--- src/rtl/cfg_image_seq.sv ---
module cfg_image_seq #(
  parameter int AW = 32,
  parameter int MAX_RETRY = 3,
  localparam int CW = $clog2(MAX_RETRY + 2)
) (
  input  logic          clk,
  input  logic          rst_n,
  input  logic          ext_cfg,
  input  logic          user_req,
  input  logic [AW-1:0] user_addr,
  input  logic          load_done,
  input  logic          load_err,
  input  logic          wdt_timeout,
  output logic          loading,
  output logic          app_mode,
  output logic [AW-1:0] load_addr,
  output logic [CW-1:0] err_cnt,
  output logic [4:0]    cause
);

  localparam logic [4:0] C_WDT  = 5'b10000;
  localparam logic [4:0] C_EXT  = 5'b01000;
  localparam logic [4:0] C_USER = 5'b00100;
  localparam logic [4:0] C_LERR = 5'b00001;

  wire run      = !loading;
  wire wdt_hit  = run && app_mode && wdt_timeout;
  wire req_hit  = run && user_req;
  wire give_up  = err_cnt == CW'(MAX_RETRY);

  task automatic to_factory(input logic [4:0] why);
    loading   <= 1'b1;
    app_mode  <= 1'b0;
    load_addr <= '0;
    err_cnt   <= '0;
    cause     <= why;
  endtask

  always_ff @(posedge clk or negedge rst_n) begin
    if (!rst_n) begin
      loading   <= 1'b1;
      app_mode  <= 1'b0;
      load_addr <= '0;
      err_cnt   <= '0;
      cause     <= '0;
    end else if (ext_cfg) begin
      to_factory(C_EXT);
    end else if (wdt_hit) begin
      to_factory(C_WDT);
    end else if (req_hit) begin
      if (user_addr == '0) begin
        to_factory(C_USER);
      end else begin
        loading   <= 1'b1;
        app_mode  <= 1'b1;
        load_addr <= user_addr;
        cause     <= '0;
      end
    end else if (loading && load_err) begin
      if (app_mode) begin
        if (give_up) to_factory(C_LERR);
        else err_cnt <= err_cnt + 1'b1;
      end
    end else if (loading && load_done) begin
      loading <= 1'b0;
      if (app_mode) err_cnt <= '0;
    end
  end

  AST_EXT_FACTORY: assert property (@(posedge clk) disable iff (!rst_n)
    ext_cfg |=> (loading && !app_mode && load_addr == '0 && err_cnt == '0 && cause == C_EXT));

  AST_DONE_RUN: assert property (@(posedge clk) disable iff (!rst_n)
    (loading && load_done && !load_err && !ext_cfg) |=> !loading);

  AST_WDT_FACTORY: assert property (@(posedge clk) disable iff (!rst_n)
    (run && app_mode && wdt_timeout && !ext_cfg) |=> (loading && !app_mode && cause == C_WDT));

  AST_CNT_BOUND: assert property (@(posedge clk) disable iff (!rst_n)
    err_cnt <= CW'(MAX_RETRY));

  AST_RETRY_ADDR: assert property (@(posedge clk) disable iff (!rst_n)
    (loading && app_mode && load_err && !give_up && !ext_cfg) |=> (loading && app_mode && $stable(load_addr)));

  AST_CAUSE_ONEHOT: assert property (@(posedge clk) disable iff (!rst_n)
    $onehot0(cause));

  AST_FACTORY_ERR: assert property (@(posedge clk) disable iff (!rst_n)
    (loading && !app_mode && load_err && !ext_cfg) |=> (loading && !app_mode && err_cnt == '0));

endmodule

--- config.mk ---
export PLATFORM = sky130hd
export DESIGN_NAME = cfg_image_seq
export DESIGN_NICKNAME = d
export VERILOG_FILES = /design/src/rtl/cfg_image_seq.sv
export SDC_FILE = /design/constraint.sdc
export NUM_CORES = 1
export LEC_CHECK = 0
export BUFFER_PORTS_ARGS = -buffer_cell sky130_fd_sc_hd__buf_4
export CORE_ASPECT_RATIO = 0.8
export CORE_MARGIN = 2
export CORE_UTILIZATION = 41
export CTS_CLUSTER_SIZE = 20
export DETAILED_ROUTE_END_ITERATION = 6
export GPL_TIMING_DRIVEN = 0
export PLACE_DENSITY = 0.75
export SLEW_MARGIN = 20
export SYNTH_ARGS = -nofsm -noshare
export SYNTH_HDL_FRONTEND = slang
export SYNTH_SLANG_ARGS = --single-unit
--- constraint.sdc ---
create_clock -name clk -period 1.65 [get_ports clk]
set_input_delay 0.495 -clock clk [delete_from_list [all_inputs] [get_ports clk]]
set_output_delay 0.495 -clock clk [all_outputs]
set_load 0.005 [all_outputs]
==> results of run 1 <==
## stage by stage
stage          power, mW  TNS (ps)  setup slack [ps]
6_report            2.17         0              34.5
5_1_grt             2.27     -91.9             -18.8
4_1_cts             2.18         0              5.36
3_5_place_dp        1.35    -13450              -411
3_3_place_gp        1.34    -13130              -397
2_1_floorplan       1.17      -389             -13.0
## Yosys cell counts
| cell | n | share of area |
|---|---|---|
| dfrtp_1 | 40 | 0.57 |
| a22o_1 | 33 | 0.17 |
| nor4_1 | 8 | 0.029 |
| buf_6 | 7 | 0.045 |
| nand2_1 | 6 | 0.013 |
| o211ai_1 | 4 | 0.017 |
| a21o_1 | 3 | 0.013 |
| nor3_1 | 3 | 0.0086 |
| a21oi_1 | 2 | 0.0057 |
| inv_1 | 2 | 0.0043 |
| nand4_1 | 2 | 0.0072 |
| nor2_1 | 2 | 0.0043 |
| a211oi_1 | 1 | 0.0043 |
| a211oi_4 | 1 | 0.011 |
| a32o_1 | 1 | 0.0057 |
| a41oi_4 | 1 | 0.016 |
| buf_2 | 1 | 0.0029 |
| buf_4 | 1 | 0.0043 |
| clkbuf_1 | 1 | 0.0022 |
| conb_1 | 1 | 0.0022 |
| dfstp_2 | 1 | 0.015 |
| ha_1 | 1 | 0.0072 |
| nand2b_1 | 1 | 0.0036 |
| nand2b_4 | 1 | 0.0079 |
| nand3b_1 | 1 | 0.0043 |
| nor2b_1 | 1 | 0.0036 |
| o211a_1 | 1 | 0.0057 |
| o21a_2 | 1 | 0.0050 |
| o21ai_0 | 1 | 0.0029 |
| o22ai_1 | 1 | 0.0036 |
| o31a_1 | 1 | 0.0050 |
## path summary, 6_finish.rpt
path	from	endpoint	slack, ps	cells past startpoint
min in group clk	user_addr[20]	load_addr[20]	430	2
setup / recovery	app_mode	load_addr[17]	30	7
hold reg to reg	cause[3]	cause[3]	480	1
max in group asynchronous	rst_n	load_addr[24]	1130	1
setup reg to reg	app_mode	load_addr[17]	30	7
hold / removal	rst_n	cause[4]	160	1
## sequential cells by signal, summed over array words and instances, names as in the netlist
name,flops
app_mode,1
cause,4
err_cnt,3
load_addr,32
loading,1
## placed cells by master (no fill, tap or decap)
master     synthesis  routed
ha_1               1       1
nand4_1            2       2
nor2b_2            0       1
o211a_1            1       1
a41oi_4            1       1
dfrtp_1           40      40
a21oi_1            2       2
a21o_1             3       3
a211oi_1           1       1
nand2_1            6       6
buf_8              0       2
buf_6              7       6
nor4_4             0       3
nand3b_1           1       1
a211oi_4           1       1
o31a_1             1       1
clkbuf_1           1       2
a32o_1             1       1
clkbuf_8           0       5
nor2_1             2       2
o21ai_0            1       1
nor3_1             3       3
nor4_2             0       5
buf_4              1      87
clkbuf_16          0       1
dfstp_2            1       1
a22o_1            33      33
clkinv_4           0       1
o21a_2             1       1
inv_1              2       2
buf_12             0       1
nand2b_4           1       1
o211ai_1           4       4
nand2b_1           1       1
conb_1             1       1
bufinv_16          0       1
o22ai_1            1       1
## worst reg2reg max path, cell delays in order, from the launching register on
cell,delay [ps]
dfrtp_1,390
buf_6,150
a21o_1,170
a21o_1,200
a41oi_4,210
buf_12,160
clkbuf_16,140
a22o_1,120
## metal layers
| layer | vias up | track usage | wire, um |
|---|---|---|---|
| li1 | 697 | - | - |
| met1 | 737 | 0.274 | 2090 |
| met2 | 58 | 0.287 | 2090 |
| met3 | 7 | 0.0770 | 379 |
| met4 | 0 | 0.0682 | 62 |
| met5 | - | 0 | 0 |
## area by class of cell
type | count | area share
Buffer | 9 | 0.0360
Clock buffer | 6 | 0.0268
Sequential cell | 41 | 0.379
Clock inverter | 2 | 0.0143
Inverter | 2 | 0.00277
Multi-Input combinational cell | 78 | 0.255
Timing Repair Buffer | 89 | 0.259
Tap cell | 57 | 0.0263
## where the power goes
group	internal, mW	switching (mW)
combinational	0.172	0.140
sequential	1.03	0.0199
clock	0.454	0.354
## cells by family (layout without fill, tap and decap cells)
| group | Yosys count | count (layout) | synth area share |
|---|---|---|---|
| simple gates | 25 | 25 | 0.0811 |
| other cells | 1 | 1 | 0.00215 |
| fa+ha+maj | 1 | 1 | 0.00718 |
| flops | 41 | 41 | 0.589 |
| compound gates | 51 | 51 | 0.261 |
| buf+inv | 12 | 108 | 0.0589 |
## repair_timing
item	CTS	global route
buffers inserted	5	4
hold endpoints to repair	0	0
setup endpoints to repair	33	38
gates cloned	1	1
resized for setup	2	4
pin swaps	2	2
==> flow_metrics.tcl, run 1 <==
set metrics [dict create \
    status "finished, final reports clean" \
    ant_nets 0 \
    first_pass_iters 4 \
    cp-start-kind "register" \
    max-slew-margin-rel 0.648 \
    utilization 0.657 \
    cp_top_family "compound AO/OA/AOI/OAI gates" \
    synth.distinct_cells 31 \
    via_per_inst 5.28 \
    final_cells 284 \
    power_density_nw_per_um2 802 \
    fin_crit_ps 1620 \
    num_vias 1499 \
    core-area_um2 4130 \
    path_max_fanout 8 \
    cp.required_ps 1880 \
    netlist_area_um2 1740 \
    synthToLayoutAreaGrowth_pct 55.4 \
    holdCritPathClass "input port to async pin" \
    insertion_delay_ps 300 \
    critPathCaptureType "register" \
    drive_above_1_share 0.520 \
    io_pins 81 \
    overflow 0 \
    fillers 337 \
    cts_root_buf "clkbuf_8" \
    clock_skew_ps 7.24 \
    grt_pass1_vias 1476 \
    grt_pass1_wl_mm 7.33 \
    syn-num-nets 171 \
    grt_antenna_before_repair 0 \
    ir_drop_uv 562 \
    drt_iter0_markers 57 \
    synth_cells 131 \
    grt_start_max_net_pins 42 \
    h-tree-depth 2 \
    dp_cells 266 \
    rsz0062_at_grt "true" \
    finalCritPeriodShare 0.979 \
    hold_buffers 0 \
    p_leak_nw 1.36 \
    slew_violations 0 \
    clkSinkCount 41 \
    cp_common_cell "a21o_1" \
    crit_type "register to register" \
    maxCapViolCount 0 \
    place_area_um2 2470 \
    setup_violations 0 \
    seq_area_frac_synth 0.589 \
    worst_slew_pin_slew_ps 526 \
    synth.ff_latch_count 41 \
    die_area_um2 4790 \
    track_usage 0.199 \
    start_util 0.423 \
    synth_warnings 0 \
    seqCellArea_um2 1030 \
    die_w_um 76.9 \
    wirelength_mm 4.63 \
    portBuffers 78 \
    routabilityCongestion 0.784 \
    holdWs_ps 157 \
    drc 0 \
    hold_viol 0 \
    crit_buf_inv 3 \
    syn_area_per_cell_um2 13.3 \
    final_nets 266 \
    die_h_um 62.3 \
    final_cell_area_um2 2710 \
    diodes 0 \
    numCtsBuffers 5 \
    max_freq_mhz 619 \
    cts_tree "built" \
    arrival_ps 1850 \
    clock_path_buffers 2 \
    routedWlPerCell_um 16.3 \
    multi_input_area_um2 692 \
    crit_slowest_cell "dfrtp_1" \
    critical_path.cell_chain "buf_6 -> a21o_1 -> a21o_1 -> a41oi_4 -> buf_12 -> clkbuf_16 -> a22o_1" \
    clkTransAtPathRegs_ps 80 \
    rows 21 \
    dpl.hpwl_mm 3.18 \
    slowest_delay_ps 390 \
]
No activity file was read; power rests on OpenSTA's default activity.
==> run 2, diff against run 1 <==
PLACE_DENSITY = 0.74   (was 0.75)
==> run 2 against run 1 <==
Critical path depth shrank 1. Cell count grew 3.2%. Via count grew 5.7%. Worst setup slack lost 34 ps. Combinational power grew 9.0%. Sequential share of layout area shrank 1.0 points. Sequential power is essentially flat. Critical endpoint is now load_addr[9]. Largest cell class unchanged.
==> flow_metrics.tcl, run 2 (synthesized netlist as in run 1, its figures left out) <==
set metrics [dict create \
    r2r_setup_slack_ps 20 \
    die_area_um2 4790 \
    finalCritPeriodShare 1.00 \
    p_leak_nw 1.41 \
    largest_register_ffs 32 \
    via_per_inst 5.41 \
    dpl.hpwl_mm 3.38 \
    postLayoutSetupSlackWorst_ps 0.155 \
    post-place-ws_ps -483 \
    setup_violations 0 \
    fillers 311 \
    ir_drop_uv 475 \
    drt_iter0_markers 91 \
    crit_slowest_cell "o21a_4" \
    seqCellArea_um2 1030 \
    clkTransAtPathRegs_ps 80 \
    holdCritPathClass "input port to async pin" \
    clock_path_buffers 2 \
    layout.cells.most_common_list "buf_4, dfrtp_1, a22o_1" \
    start_util 0.423 \
    num_vias 1585 \
    diodes 0 \
    max_freq_mhz 606 \
    grt_antenna_before_repair 0 \
    drc 0 \
    portBuffers 78 \
    cp.required_ps 1830 \
    grt_pass1_wl_mm 7.53 \
    final_nets 275 \
    track_usage 0.207 \
    clkSinkCount 41 \
    core-area_um2 4130 \
    cp_top_family "simple AND/OR/NAND/NOR gates" \
    cp-start-kind "input port" \
    status "finished, final reports clean" \
    r2r_end "load_addr[6]" \
    critPathCaptureType "register" \
    arrival_ps 1830 \
    clock_skew_ps 9.47 \
    crit_type "input port to register" \
    cts_root_buf "clkbuf_8" \
    ant_nets 0 \
    first_pass_iters 4 \
    maxCapViolCount 0 \
    slew_violations 0 \
    h-tree-depth 2 \
    multi_input_area_um2 707 \
    hold_buffers 0 \
    grt_start_max_net_pins 42 \
    fin_crit_ps 1650 \
    crit_buf_inv 2 \
    power_density_nw_per_um2 730 \
    rows 21 \
    reg2reg_from "app_mode" \
    path_max_fanout 10 \
    worstRegToRegCells 7 \
    wirelength_mm 5.01 \
    finalSetupTns_ps 0 \
    final_common_cell "buf_4" \
    numCtsBuffers 5 \
    max-slew-margin-rel 0.630 \
    utilization 0.675 \
    largest_register "load_addr" \
    insertion_delay_ps 300 \
    hold_viol 0 \
    grt_pass1_vias 1505 \
    cts_tree "built" \
    routabilityCongestion 0.841 \
    die_h_um 62.3 \
    io_pins 81 \
    largestRegisters "load_addr (32), cause (4), err_cnt (3)" \
    die_w_um 76.9 \
    worst_slew_pin_slew_ps 552 \
    critical_path.cell_chain "buf_4 -> nor4_2 -> nand4_1 -> o21a_4 -> buf_6 -> a22o_1" \
    final_cells 293 \
    drive_above_1_share 0.542 \
    slowest_delay_ps 320 \
    routedWlPerCell_um 17.1 \
    rsz0062_at_grt "true" \
    synthToLayoutAreaGrowth_pct 59.7 \
    dp_cells 266 \
    overflow 0 \
]
## run 2: where the power goes
group          switching, mW  internal (mW)
Sequential            0.0188           1.03
Clock                  0.349          0.292
Combinational          0.149          0.189
## run 2: worst max path at each step
stage | start | to | slack, ps | depth (start not counted)
finish | user_addr[13] | load_addr[9] | 0.2 | 6
global route | app_mode | load_addr[14] | -60 | 7
CTS | app_mode | load_addr[9] | 3 | 7
detailed placement | user_addr[29] | load_addr[23] | -480 | 6
global placement | user_addr[29] | load_addr[5] | -410 | 6
floorplan | user_addr[5] | load_addr[0] | -10 | 5
## run 2: layer usage
metal / part of all wire / track usage
met5: 0 / 0
met4: 0.014 / 0.0591
met3: 0.091 / 0.0872
met2: 0.48 / 0.320
met1: 0.41 / 0.268
## run 2: repair_timing
item,CTS,global route
hold endpoints to repair,0,0
buffers inserted,6,12
pin swaps,3,6
gates cloned,0,2
resized for setup,2,8
setup endpoints to repair,37,36
## run 2: final cells by class
| cell class | instances | area share |
|---|---|---|
| sequential | 41 | 0.369 |
| timing repair buffer | 98 | 0.281 |
| multi-input combinational | 78 | 0.254 |
| buffer | 9 | 0.0364 |
| tap | 57 | 0.0256 |
| clock buffer | 5 | 0.0247 |
| clock inverter | 3 | 0.00629 |
| inverter | 2 | 0.00270 |
## run 2: through the flow
stage	hold WS, ps	cell area (um^2)	power, mW
global placement	463	2470	1.34
detailed placement	467	2470	1.35
floorplan	199	1810	1.17
CTS	178	2610	2.01
global route	189	2780	2.13
finish	156	2780	2.03
